[src/rtl/spi_stall_pkg.sv]
package spi_stall_pkg;
  localparam int ADDR_W = 3;

  typedef enum logic [2:0] {
    ST_IDLE,
    ST_LEAD,
    ST_SHIFT,
    ST_TRAIL,
    ST_GAP
  } spi_state_e;

  localparam logic [ADDR_W-1:0] A_DATA = 3'd0;
  localparam logic [ADDR_W-1:0] A_CTRL = 3'd1;
  localparam logic [ADDR_W-1:0] A_STAT = 3'd2;
  localparam logic [ADDR_W-1:0] A_DLY  = 3'd3;
  localparam logic [ADDR_W-1:0] A_GAP  = 3'd4;

  // control / status field positions
  localparam int C_CPOL  = 0;
  localparam int C_CPHA  = 1;
  localparam int C_STALL = 2;
  localparam int C_DIV   = 4;
  localparam int S_TXE   = 0;
  localparam int S_RXF   = 1;
  localparam int S_OVR   = 2;
  localparam int S_BUSY  = 3;
  localparam int D_T1    = 0;
  localparam int D_T2    = 4;
endpackage

[src/rtl/spi_half_tick.sv]
module spi_half_tick #(
  parameter int DIV_W = 3
) (
  input  logic             clk_i,
  input  logic             rst_ni,
  input  logic             en_i,
  input  logic             restart_i,
  input  logic [DIV_W-1:0] hdiv_i,
  output logic             tick_o
);
  logic [DIV_W-1:0] cnt_q;

  always_ff @(posedge clk_i or negedge rst_ni) begin
    if (!rst_ni)                  cnt_q <= '0;
    else if (!en_i || restart_i)  cnt_q <= '0;
    else if (cnt_q == hdiv_i)     cnt_q <= '0;
    else                          cnt_q <= cnt_q + 1'b1;
  end

  assign tick_o = en_i && (cnt_q == hdiv_i);
endmodule

[src/rtl/spi_shift_unit.sv]
module spi_shift_unit #(
  parameter int W = 8
) (
  input  logic         clk_i,
  input  logic         rst_ni,
  input  logic         load_i,
  input  logic [W-1:0] load_data_i,
  input  logic         tx_shift_i,
  input  logic         rx_sample_i,
  input  logic         miso_i,
  output logic         mosi_o,
  output logic [W-1:0] rx_word_o,
  output logic [W-1:0] rx_next_o
);
  logic [W-1:0] tx_sr_q, rx_sr_q;

  always_ff @(posedge clk_i or negedge rst_ni) begin
    if (!rst_ni) begin
      tx_sr_q <= '0;
      rx_sr_q <= '0;
    end else begin
      if (load_i)          tx_sr_q <= load_data_i;
      else if (tx_shift_i) tx_sr_q <= {tx_sr_q[W-2:0], 1'b0};
      if (rx_sample_i)     rx_sr_q <= rx_next_o;
    end
  end

  assign mosi_o    = tx_sr_q[W-1];
  assign rx_word_o = rx_sr_q;
  assign rx_next_o = {rx_sr_q[W-2:0], miso_i};
endmodule

[src/rtl/spi_stall_master.sv]
module spi_stall_master
  import spi_stall_pkg::*;
#(
  parameter int FRAME_W = 8,
  parameter int DIV_W   = 3,
  parameter int DLY_W   = 3
) (
  input  logic               clk_i,
  input  logic               rst_ni,
  input  logic [ADDR_W-1:0]  addr_i,
  input  logic               wr_i,
  input  logic               rd_i,
  input  logic [FRAME_W-1:0] wdata_i,
  output logic [FRAME_W-1:0] rdata_o,
  output logic               sck_o,
  output logic               mosi_o,
  input  logic               miso_i,
  output logic               cs_n_o
);
  localparam int EC_W = $clog2(2 * FRAME_W);
  localparam int DC_W = DLY_W + 1;
  localparam logic [EC_W-1:0] LAST_EDGE  = EC_W'(2 * FRAME_W - 1);
  localparam logic [EC_W-1:0] STALL_EDGE = EC_W'(2 * FRAME_W - 2);

  spi_state_e       state_q;
  logic [DC_W-1:0]  dcnt_q;
  logic [EC_W-1:0]  edge_q;
  logic             sck_q, cs_n_q;
  logic             cpol_q, cpha_q, stall_en_q;
  logic [DIV_W-1:0] hdiv_q;
  logic [DLY_W-1:0] t1_q, t2_q, t3_q;
  logic [FRAME_W-1:0] tx_buf_q, rx_buf_q;
  logic             tx_full_q, rx_full_q, ovr_q;

  logic tick, start, stall, edge_go, leading, rx_sample, tx_shift, frame_done;
  logic data_wr, data_rd, dly_done;
  logic [FRAME_W-1:0] rx_word, rx_next, frame_word;

  assign data_wr  = wr_i && (addr_i == A_DATA);
  assign data_rd  = rd_i && (addr_i == A_DATA);
  assign dly_done = tick && (dcnt_q == '0);

  assign start = tx_full_q && ((state_q == ST_IDLE) || (state_q == ST_GAP && dly_done));
  // hold just before the last leading edge: SCK is at idle level there
  assign stall = stall_en_q && rx_full_q && (state_q == ST_SHIFT) && (edge_q == STALL_EDGE);
  assign edge_go    = (state_q == ST_SHIFT) && tick && !stall;
  assign leading    = !edge_q[0];
  assign rx_sample  = edge_go && (cpha_q ? !leading : leading);
  assign tx_shift   = edge_go && (cpha_q ? (leading && edge_q != '0)
                                         : (!leading && edge_q != LAST_EDGE));
  assign frame_done = edge_go && (edge_q == LAST_EDGE);
  assign frame_word = cpha_q ? rx_next : rx_word;

  spi_half_tick #(.DIV_W(DIV_W)) u_tick (
    .clk_i, .rst_ni,
    .en_i      (state_q != ST_IDLE),
    .restart_i (start),
    .hdiv_i    (hdiv_q),
    .tick_o    (tick)
  );

  spi_shift_unit #(.W(FRAME_W)) u_shift (
    .clk_i, .rst_ni,
    .load_i      (start),
    .load_data_i (tx_buf_q),
    .tx_shift_i  (tx_shift),
    .rx_sample_i (rx_sample),
    .miso_i,
    .mosi_o,
    .rx_word_o   (rx_word),
    .rx_next_o   (rx_next)
  );

  // frame sequencer
  always_ff @(posedge clk_i or negedge rst_ni) begin
    if (!rst_ni) begin
      state_q <= ST_IDLE;
      dcnt_q  <= '0;
      edge_q  <= '0;
      sck_q   <= 1'b0;
      cs_n_q  <= 1'b1;
    end else begin
      unique case (state_q)
        ST_IDLE: if (start) begin
          state_q <= ST_LEAD;
          cs_n_q  <= 1'b0;
          dcnt_q  <= {t1_q, 1'b0};
        end
        ST_LEAD: if (tick) begin
          if (dcnt_q == '0) begin
            state_q <= ST_SHIFT;
            edge_q  <= '0;
          end else dcnt_q <= dcnt_q - 1'b1;
        end
        ST_SHIFT: if (edge_go) begin
          sck_q  <= ~sck_q;
          edge_q <= edge_q + 1'b1;
          if (edge_q == LAST_EDGE) begin
            state_q <= ST_TRAIL;
            dcnt_q  <= {t2_q, 1'b1};
          end
        end
        ST_TRAIL: if (tick) begin
          if (dcnt_q == '0) begin
            state_q <= ST_GAP;
            cs_n_q  <= 1'b1;
            dcnt_q  <= {t3_q, 1'b1};
          end else dcnt_q <= dcnt_q - 1'b1;
        end
        ST_GAP: begin
          if (start) begin
            state_q <= ST_LEAD;
            cs_n_q  <= 1'b0;
            dcnt_q  <= {t1_q, 1'b0};
          end else if (dly_done) state_q <= ST_IDLE;
          else if (tick)         dcnt_q  <= dcnt_q - 1'b1;
        end
        default: state_q <= ST_IDLE;
      endcase
    end
  end

  // host registers
  always_ff @(posedge clk_i or negedge rst_ni) begin
    if (!rst_ni) begin
      cpol_q <= 1'b0; cpha_q <= 1'b0; stall_en_q <= 1'b0;
      hdiv_q <= '0; t1_q <= '0; t2_q <= '0; t3_q <= '0;
      tx_buf_q <= '0; tx_full_q <= 1'b0;
      rx_buf_q <= '0; rx_full_q <= 1'b0;
      ovr_q    <= 1'b0;
    end else begin
      if (wr_i && addr_i == A_CTRL) begin
        cpol_q     <= wdata_i[C_CPOL];
        cpha_q     <= wdata_i[C_CPHA];
        stall_en_q <= wdata_i[C_STALL];
        hdiv_q     <= wdata_i[C_DIV +: DIV_W];
      end
      if (wr_i && addr_i == A_DLY) begin
        t1_q <= wdata_i[D_T1 +: DLY_W];
        t2_q <= wdata_i[D_T2 +: DLY_W];
      end
      if (wr_i && addr_i == A_GAP) t3_q <= wdata_i[0 +: DLY_W];

      if (start) tx_full_q <= 1'b0;
      else if (data_wr && !tx_full_q) begin
        tx_buf_q  <= wdata_i;
        tx_full_q <= 1'b1;
      end

      if (frame_done && !rx_full_q) begin
        rx_buf_q  <= frame_word;
        rx_full_q <= 1'b1;
      end else if (data_rd) rx_full_q <= 1'b0;

      if (frame_done && rx_full_q) ovr_q <= 1'b1;
      else if (wr_i && addr_i == A_STAT && wdata_i[S_OVR]) ovr_q <= 1'b0;
    end
  end

  always_comb begin
    rdata_o = '0;
    unique case (addr_i)
      A_DATA: rdata_o = rx_buf_q;
      A_CTRL: begin
        rdata_o[C_CPOL]  = cpol_q;
        rdata_o[C_CPHA]  = cpha_q;
        rdata_o[C_STALL] = stall_en_q;
        rdata_o[C_DIV +: DIV_W] = hdiv_q;
      end
      A_STAT: begin
        rdata_o[S_TXE]  = !tx_full_q;
        rdata_o[S_RXF]  = rx_full_q;
        rdata_o[S_OVR]  = ovr_q;
        rdata_o[S_BUSY] = (state_q != ST_IDLE);
      end
      A_DLY: begin
        rdata_o[D_T1 +: DLY_W] = t1_q;
        rdata_o[D_T2 +: DLY_W] = t2_q;
      end
      A_GAP:   rdata_o[0 +: DLY_W] = t3_q;
      default: rdata_o = '0;
    endcase
  end

  assign sck_o  = sck_q ^ cpol_q;
  assign cs_n_o = cs_n_q;

  assert_no_ovr_in_stall_R9: assert property (@(posedge clk_i) disable iff (!rst_ni)
    (stall_en_q && !ovr_q) |=> !ovr_q);
  assert_stall_sck_idle_R9: assert property (@(posedge clk_i) disable iff (!rst_ni)
    stall |-> (sck_q == 1'b0 && !cs_n_q));
  assert_sck_quiet_deselected_R4: assert property (@(posedge clk_i) disable iff (!rst_ni)
    cs_n_q |-> (sck_q == 1'b0));
  assert_tx_empty_after_load_R2: assert property (@(posedge clk_i) disable iff (!rst_ni)
    start |=> !tx_full_q);
  assert_rx_full_after_frame_R11: assert property (@(posedge clk_i) disable iff (!rst_ni)
    (frame_done && !rx_full_q) |=> rx_full_q);
endmodule

[config.mk]
export PLATFORM = sky130hd
export DESIGN_NAME = spi_stall_master
export DESIGN_NICKNAME = d
export VERILOG_FILES = /design/src/rtl/spi_stall_pkg.sv /design/src/rtl/spi_half_tick.sv /design/src/rtl/spi_shift_unit.sv /design/src/rtl/spi_stall_master.sv
export SDC_FILE = /design/constraint.sdc
export NUM_CORES = 1
export LEC_CHECK = 0
export ABC_AREA = 0
export CAP_MARGIN = 20
export CORE_ASPECT_RATIO = 0.7
export CORE_MARGIN = 8
export CORE_UTILIZATION = 40
export CTS_BUF_LIST = sky130_fd_sc_hd__clkbuf_16
export CTS_CLUSTER_DIAMETER = 100
export DETAILED_ROUTE_END_ITERATION = 12
export GPL_TIMING_DRIVEN = 0
export HOLD_SLACK_MARGIN = 0.08
export MAX_ROUTING_LAYER = met4
export PLACE_DENSITY = 0.68
export REMOVE_ABC_BUFFERS = 1
export SYNTH_ARGS = -nofsm -noshare
export SYNTH_HDL_FRONTEND = slang
export SYNTH_SLANG_ARGS = --single-unit
[constraint.sdc]
create_clock -name clk_i -period 2.3 [get_ports clk_i]
set_input_delay 0.69 -clock clk_i [delete_from_list [all_inputs] [get_ports clk_i]]
set_output_delay 0.69 -clock clk_i [all_outputs]
set_load 0.02 [all_outputs]
==> results.sh, run 1 <==
export IMPL_final_cells=484
export IMPL_ctsRootBufferMaster="clkbuf_16"
export IMPL_fin_skew_ps=6.72
export IMPL_intPower_w=0.00330
export IMPL_drt_pass1_iter_count=5
export IMPL_leakage_nw=1.96
export IMPL_yosys_top_cells_area="dfrtp_1 (45%), mux2_2 (14%), mux2_4 (3.8%)"
export IMPL_start_util=0.402
export IMPL_worst_slew_pin_slew_ps=845
export IMPL_grt_util_all_layers=0.159
export IMPL_outcome="finished clean"
export IMPL_hold_viol_final=0
export IMPL_netSwitchingFraction=0.349
export IMPL_cts_tree="built"
export IMPL_coreArea_um2=8890
export IMPL_path_max_fanout=8
export IMPL_yosys_area_top_type="dfrtp_1"
export IMPL_comb_power_share=0.367
export IMPL_finalCritPeriodShare=0.977
export IMPL_grt_first_pass_wirelength_um=14400
export IMPL_yosys_top_cells_count="dfrtp_1 (65), mux2_2 (44), nor2_1 (19)"
export IMPL_async_flop_share=1.00
export IMPL_die_y_um=95.1
export IMPL_wl_per_cell_um=18.6
export IMPL_drtIter0Drc=256
export IMPL_setup_viol=0
export IMPL_critical_path_class="flip-flop to flip-flop"
export IMPL_synth_top_flop_cell="dfrtp_1"
export IMPL_final_layout_size_suffix_gt1_frac=0.364
export IMPL_ir_drop_mv=0.611
export IMPL_clock_path_buffers=2
export IMPL_slew_headroom=0.437
export IMPL_cp_end_kind="flip-flop"
export IMPL_die_w_um=129
export IMPL_place_gp_congestion=0.932
export IMPL_synth_edf_count=0
export IMPL_arrival_ps=2470
export IMPL_syn_inst=316
export IMPL_clk_latency_ps=340
export IMPL_p_clk_frac=0.270
export IMPL_period_needed_ps=2250
export IMPL_min_path_type="input pin to asynchronous set/reset pin"
export IMPL_antenna_found_initial=0
export IMPL_dpl_hpwl_um=5690
export IMPL_rrSetupSlack_ps=50
export IMPL_cts_buffers=9
export IMPL_yosys_area_top_type_share=0.455
export IMPL_maxSlewViolCount=0
export IMPL_critPathLaunchType="flip-flop"
export IMPL_antenna_left=0
export IMPL_die_area_um2=12300
export IMPL_numClockSinks=66
export IMPL_critPathRequiredTime_ps=2520
export IMPL_grt_max_degree=67
export IMPL_fmax_mhz=445
export IMPL_cts_htree_levels=3
export IMPL_stdcell_area_um2=4510
export IMPL_rsz0062_at_grt="true"
export IMPL_max_cap_violations=0
export IMPL_ys_ff_latch=66
export IMPL_routed_wl_um=9010
export IMPL_avgViaCountPerCell=5.61
export IMPL_p_per_area_nw_per_um2=1120
export IMPL_placed_area_um2=3930
export IMPL_grt_ovfl_total=0
export IMPL_yosysMostFrequentCell="dfrtp_1"
export IMPL_grt_pass1_vias=2670
export IMPL_dp_cells=452
export IMPL_hold_buffers=0
export IMPL_yosysWarningCount=0
export IMPL_seq_area_frac_synth=0.462
export IMPL_pwr_share_seq=0.363
export IMPL_syn_area_um2=3580
export IMPL_io_pins=27
export IMPL_drc=0
export IMPL_area_growth_pct=26.2
export IMPL_vias=2715
export IMPL_power_switching_w=0.00177
export IMPL_port_buffers=26
export IMPL_fin_nets=376
export IMPL_synth_area_per_cell_um2=11.3
export IMPL_rows=29
export IMPL_netlist_cell_type_count=57
export IMPL_antennaDiodeCount=0
export IMPL_clkTransAtPathRegs_ps=60
==> repair_timing <==
action,CTS,global route
pin swaps,4,3
endpoints found under the setup margin,51,29
cloned,0,1
resized for setup,63,21
setup buffers,13,2
==> worst max-delay path, stage by stage (launching register included) <==
cell	delay (ps)
dfrtp_1	400
inv_2	90
ha_4	150
or3b_4	400
or4_4	490
a21oi_4	180
buf_12	140
mux2_4	290
==> stage by stage <==
step,util,hold slack (ps),total power [W],setup slack (ps),TNS [ps]
floorplan,-,394,0.00290,-282,-297
global placement,0.443,454,0.00332,-1690,-139750
detailed placement,0.442,467,0.00337,-1490,-31620
CTS,0.494,485,0.00493,-61.2,-85.1
global route,0.508,498,0.00536,-1.90,-3.78
finish,0.508,458,0.00507,52.8,0
==> routing by layer <==
layer | up-vias | track usage | routed length (µm)
met5 | - | - | 0
met4 | 0 | 0.0526 | 129
met3 | 17 | 0.0391 | 628
met2 | 99 | 0.222 | 3940
met1 | 1349 | 0.218 | 4310
li1 | 1250 | - | -
==> registers in the layout, indices dropped and copies added, names as in the netlist <==
register	cells
stall_en_q	1
tx_buf_q	8
t3_q	3
cpol_q	1
u_tick.cnt_q	3
rx_full_q	1
tx_full_q	1
rx_buf_q	8
u_shift.tx_sr_q	8
t2_q	3
u_shift.rx_word_o	8
cpha_q	1
dcnt_q	4
ovr_q	1
state_q	3
t1_q	3
cs_n_o	1
edge_q	4
hdiv_q	3
sck_q	1
==> area by class of cell <==
type | count | area, µm²
fillers | 783 | 4380
multi-input cells | 224 | 1920
flip-flops and latches | 66 | 1660
repair buffers | 42 | 437
clock buffers | 9 | 225
well taps | 124 | 155
clock inverters | 7 | 70.1
inverters | 12 | 45.0
==> cell families (layout without fill, tap and decap cells) <==
family	after synthesis	in the layout	share of synthesized area
and+or+nand+nor	78	78	0.132
AOI/OAI and AO/OA	73	73	0.143
DFF	66	66	0.462
muxes	58	58	0.190
buffers and inverters	26	70	0.0283
xor gates and xnor gates	10	10	0.0266
adders and majority gates	5	5	0.0175
==> cell usage in the layout, fill, tap and decap left out, types with 5 or more instances in the layout <==
master	n
a21o_1	7
a21oi_1	6
a22o_1	8
a31oi_1	6
buf_4	15
clkbuf_16	10
clkdlybuf4s50_1	14
dfrtp_1	59
dfrtp_2	6
inv_1	9
mux2_2	43
mux2_4	10
mux2i_1	5
nand2_1	11
nand3_1	5
nor2_1	18
nor3_1	6
o21ai_0	16
o22ai_1	5
xor2_1	5
==> power groups by stage <==
stage                     Sequential, W  Clock, W  Combinational (W)
final                           0.00184   0.00137            0.00186
after global placement          0.00187         0            0.00145
after detailed placement        0.00188         0            0.00149
after global routing            0.00189   0.00144            0.00203
after CTS                       0.00182   0.00139            0.00173
after floorplan                 0.00178         0            0.00112
==> worst paths after layout <==
path	from	to	depth (start not counted)
max	dcnt_q[0]$_DFFE_PN0P_	u_shift.tx_sr_q[6]$_DFFE_PN0P_	7
min	rst_ni	edge_q[1]$_DFFE_PN0P_	1
max reg2reg	dcnt_q[0]$_DFFE_PN0P_	u_shift.tx_sr_q[6]$_DFFE_PN0P_	7
min reg2reg	u_shift.tx_sr_q[7]$_DFFE_PN0P_	u_shift.tx_sr_q[7]$_DFFE_PN0P_	1
max in group asynchronous	rst_ni	tx_full_q$_DFFE_PN0P_	1
min in group clk_i	u_shift.tx_sr_q[7]$_DFFE_PN0P_	u_shift.tx_sr_q[7]$_DFFE_PN0P_	1
(Power assumes the default switching activity.)
==> inputs of run 2 (changes only) <==
--- a/config.mk
+++ b/config.mk
@@ -14,7 +14,6 @@
 export CTS_CLUSTER_DIAMETER = 100
 export DETAILED_ROUTE_END_ITERATION = 12
 export GPL_TIMING_DRIVEN = 0
-export HOLD_SLACK_MARGIN = 0.08
 export MAX_ROUTING_LAYER = met4
 export PLACE_DENSITY = 0.68
 export REMOVE_ABC_BUFFERS = 1
==> results of run 2 <==
No change in the layout: final DEF, timing and power equal those of run 1.
==> inputs of run 3 (changes only) <==
--- a/config.mk
+++ b/config.mk
@@ -7,7 +7,7 @@
 export LEC_CHECK = 0
 export ABC_AREA = 0
 export CAP_MARGIN = 20
-export CORE_ASPECT_RATIO = 0.7
+export CORE_ASPECT_RATIO = 0.9
 export CORE_MARGIN = 8
 export CORE_UTILIZATION = 40
 export CTS_BUF_LIST = sky130_fd_sc_hd__clkbuf_16
@@ -15,7 +15,7 @@
 export DETAILED_ROUTE_END_ITERATION = 12
 export GPL_TIMING_DRIVEN = 0
 export MAX_ROUTING_LAYER = met4
-export PLACE_DENSITY = 0.68
+export PLACE_DENSITY = 0.66
 export REMOVE_ABC_BUFFERS = 1
 export SYNTH_ARGS = -nofsm -noshare
 export SYNTH_HDL_FRONTEND = slang
==> constraint.sdc (replaced) <==
create_clock -name clk_i -period 2.4 [get_ports clk_i]
set_input_delay 0.72 -clock clk_i [delete_from_list [all_inputs] [get_ports clk_i]]
set_output_delay 0.72 -clock clk_i [all_outputs]
set_load 0.02 [all_outputs]
==> run 3 against run 2 <==
Flip-flop and latch count unchanged. Sequential share of layout area up 1.1 points. Utilization down 0.12 points. Global-route usage down 1.2 points. Combinational power down 12%. Clock power down 10%. Clock skew down 0.71 ps. Non-clock buffer count down 8. Cell count down 2.7%. Sequential power down 4%. Via count down 2.9%. Critical path depth down 2. Largest power group is now sequential cells.
==> results.sh, run 3 (synthesized netlist as in run 1, its figures left out) <==
export IMPL_io_pins=27
export IMPL_arrival_ps=1620
export IMPL_period_needed_ps=2340
export IMPL_cts_buffers=9
export IMPL_slew_headroom=0.441
export IMPL_rows=32
export IMPL_final_layout_size_suffix_gt1_frac=0.315
export IMPL_cp_top_family="multiplexers"
export IMPL_die_w_um=116
export IMPL_critPathBufInv=2
export IMPL_fmax_mhz=427
export IMPL_antenna_left=0
export IMPL_slowest_delay_ps=330
export IMPL_cts_htree_levels=3
export IMPL_outcome="finished clean"
export IMPL_avgViaCountPerCell=5.60
export IMPL_port_buffers=26
export IMPL_critPathRequiredTime_ps=1680
export IMPL_rr_worst_depth=5
export IMPL_max_cap_violations=0
export IMPL_finalCritPeriodShare=0.976
export IMPL_rrSetupSlack_ps=80
export IMPL_worst_slew_pin_slew_ps=839
export IMPL_min_path_type="input pin to asynchronous set/reset pin"
export IMPL_fin_nets=368
export IMPL_setup_tns_ps=0
export IMPL_mostFrequentLayoutCell="dfrtp_1"
export IMPL_grt_max_degree=67
export IMPL_vias=2636
export IMPL_rsz0062_at_grt="true"
export IMPL_routed_wl_um=8370
export IMPL_path_max_fanout=11
export IMPL_nFillCells=807
export IMPL_die_area_um2=12200
export IMPL_area_growth_pct=22.5
export IMPL_worst_slack_ps=58.2
export IMPL_ir_drop_mv=0.637
export IMPL_ctsRootBufferMaster="clkbuf_16"
export IMPL_grt_util_all_layers=0.147
export IMPL_fin_skew_ps=6.01
export IMPL_hold_viol_final=0
export IMPL_stdcell_area_um2=4380
export IMPL_place_gp_congestion=0.875
export IMPL_coreArea_um2=8650
export IMPL_numClockSinks=66
export IMPL_layout_common_cells="dfrtp_1 (61), mux2_2 (44), nor2_1 (18), o21ai_0 (17), clkdlybuf4s50_1 (14)"
export IMPL_drt_pass1_iter_count=4
export IMPL_drtIter0Drc=134
export IMPL_antennaDiodeCount=0
export IMPL_clock_path_buffers=2
export IMPL_grt_pass1_vias=2664
export IMPL_antenna_found_initial=0
export IMPL_critPathLaunchType="input pin"
export IMPL_placed_area_um2=3930
export IMPL_cp_cell_sequence="buf_16, mux2_2, a22oi_1, o22ai_1, buf_4"
export IMPL_setup_viol=0
export IMPL_hold_buffers=0
export IMPL_dpl_hpwl_um=5420
export IMPL_leakage_nw=1.91
export IMPL_cp_end_kind="output pin"
export IMPL_maxSlewViolCount=0
export IMPL_grt_first_pass_wirelength_um=13800
export IMPL_grt_ovfl_total=0
export IMPL_reg2reg_to="u_shift.tx_sr_q[6]$_DFFE_PN0P_"
export IMPL_cts_tree="built"
export IMPL_post_place_ws_ps=-1410
export IMPL_drc=0
export IMPL_start_util=0.413
export IMPL_multi_input_area_um2=1890
export IMPL_critical_path_class="input pin to output pin"
export IMPL_clk_latency_ps=330
export IMPL_ff_latch_area_um2=1660
export IMPL_r2r_start="hdiv_q[2]$_DFFE_PN0P_"
export IMPL_die_y_um=106
export IMPL_clkTransAtPathRegs_ps=60
export IMPL_wl_per_cell_um=17.8
export IMPL_p_per_area_nw_per_um2=1050
export IMPL_crit_slowest_cell="mux2_2"
-- run 3: final cells by class --
cell class / count / share of cell area
Clock buffer: 9 / 0.0514
Clock inverter: 7 / 0.0123
Inverter: 12 / 0.0103
Multi-Input combinational cell: 224 / 0.432
Sequential cell: 66 / 0.378
Tap cell: 119 / 0.0340
Timing Repair Buffer: 34 / 0.0817
-- run 3: routing by layer --
layer	up-vias	routed length [µm]	track usage	share of wire
met5	-	0	-	0
met3	9	436	0.0394	0.052
met1	1335	3980	0.198	0.47
li1	1234	-	-	-
met2	58	3880	0.212	0.46
met4	0	80	0.0389	0.0096
-- run 3: what timing repair did --
item                       in CTS  in global routing
setup endpoints to repair      38                 33
gates cloned                    0                  1
pin swaps                       1                  1
resized for setup              55                 13
buffers inserted                6                  1
-- run 3: where the power goes --
part | internal [W] | leakage, nW | total (W) | switching, W
clock | 0.000705 | 0.128 | 0.00123 | 0.000523
sequential | 0.00144 | 0.836 | 0.00176 | 0.000317
combinational | 0.000821 | 0.942 | 0.00163 | 0.000808
total | 0.00297 | 1.91 | 0.00461 | 0.00165
-- run 3: metrics by stage --
step	util	total power, W	hold WS (ps)	cells
global placement	0.454	0.00319	460	447
detailed placement	0.454	0.00324	465	447
global route	0.507	0.00490	495	471
finish	0.507	0.00461	477	471
floorplan	-	0.00278	424	302
CTS	0.496	0.00458	484	469
-- run 3: worst max-delay path by stage --
stage                           start                        endpoint  slack [ps]  cells past startpoint
4_1_cts                     addr_i[0]                      rdata_o[1]           6                      5
3_5_place_dp                addr_i[0]                      rdata_o[1]       -1410                      5
3_3_place_gp                   rst_ni         tx_buf_q[7]$_DFFE_PN0P_       -1680                      1
5_1_grt         hdiv_q[2]$_DFFE_PN0P_  u_shift.tx_sr_q[6]$_DFFE_PN0P_         -20                      5
6_report                    addr_i[0]                      rdata_o[1]          60                      5
2_1_floorplan  state_q[2]$_DFFE_PN0P_                      rdata_o[3]        -210                      2
-- run 3: worst reg2reg max path: cells and delay by family (launching register included) --
family	cells	cell delay, ps
xor gates and xnor gates	1	250
DFF	1	410
muxes	2	640
and+or+nand+nor	2	900
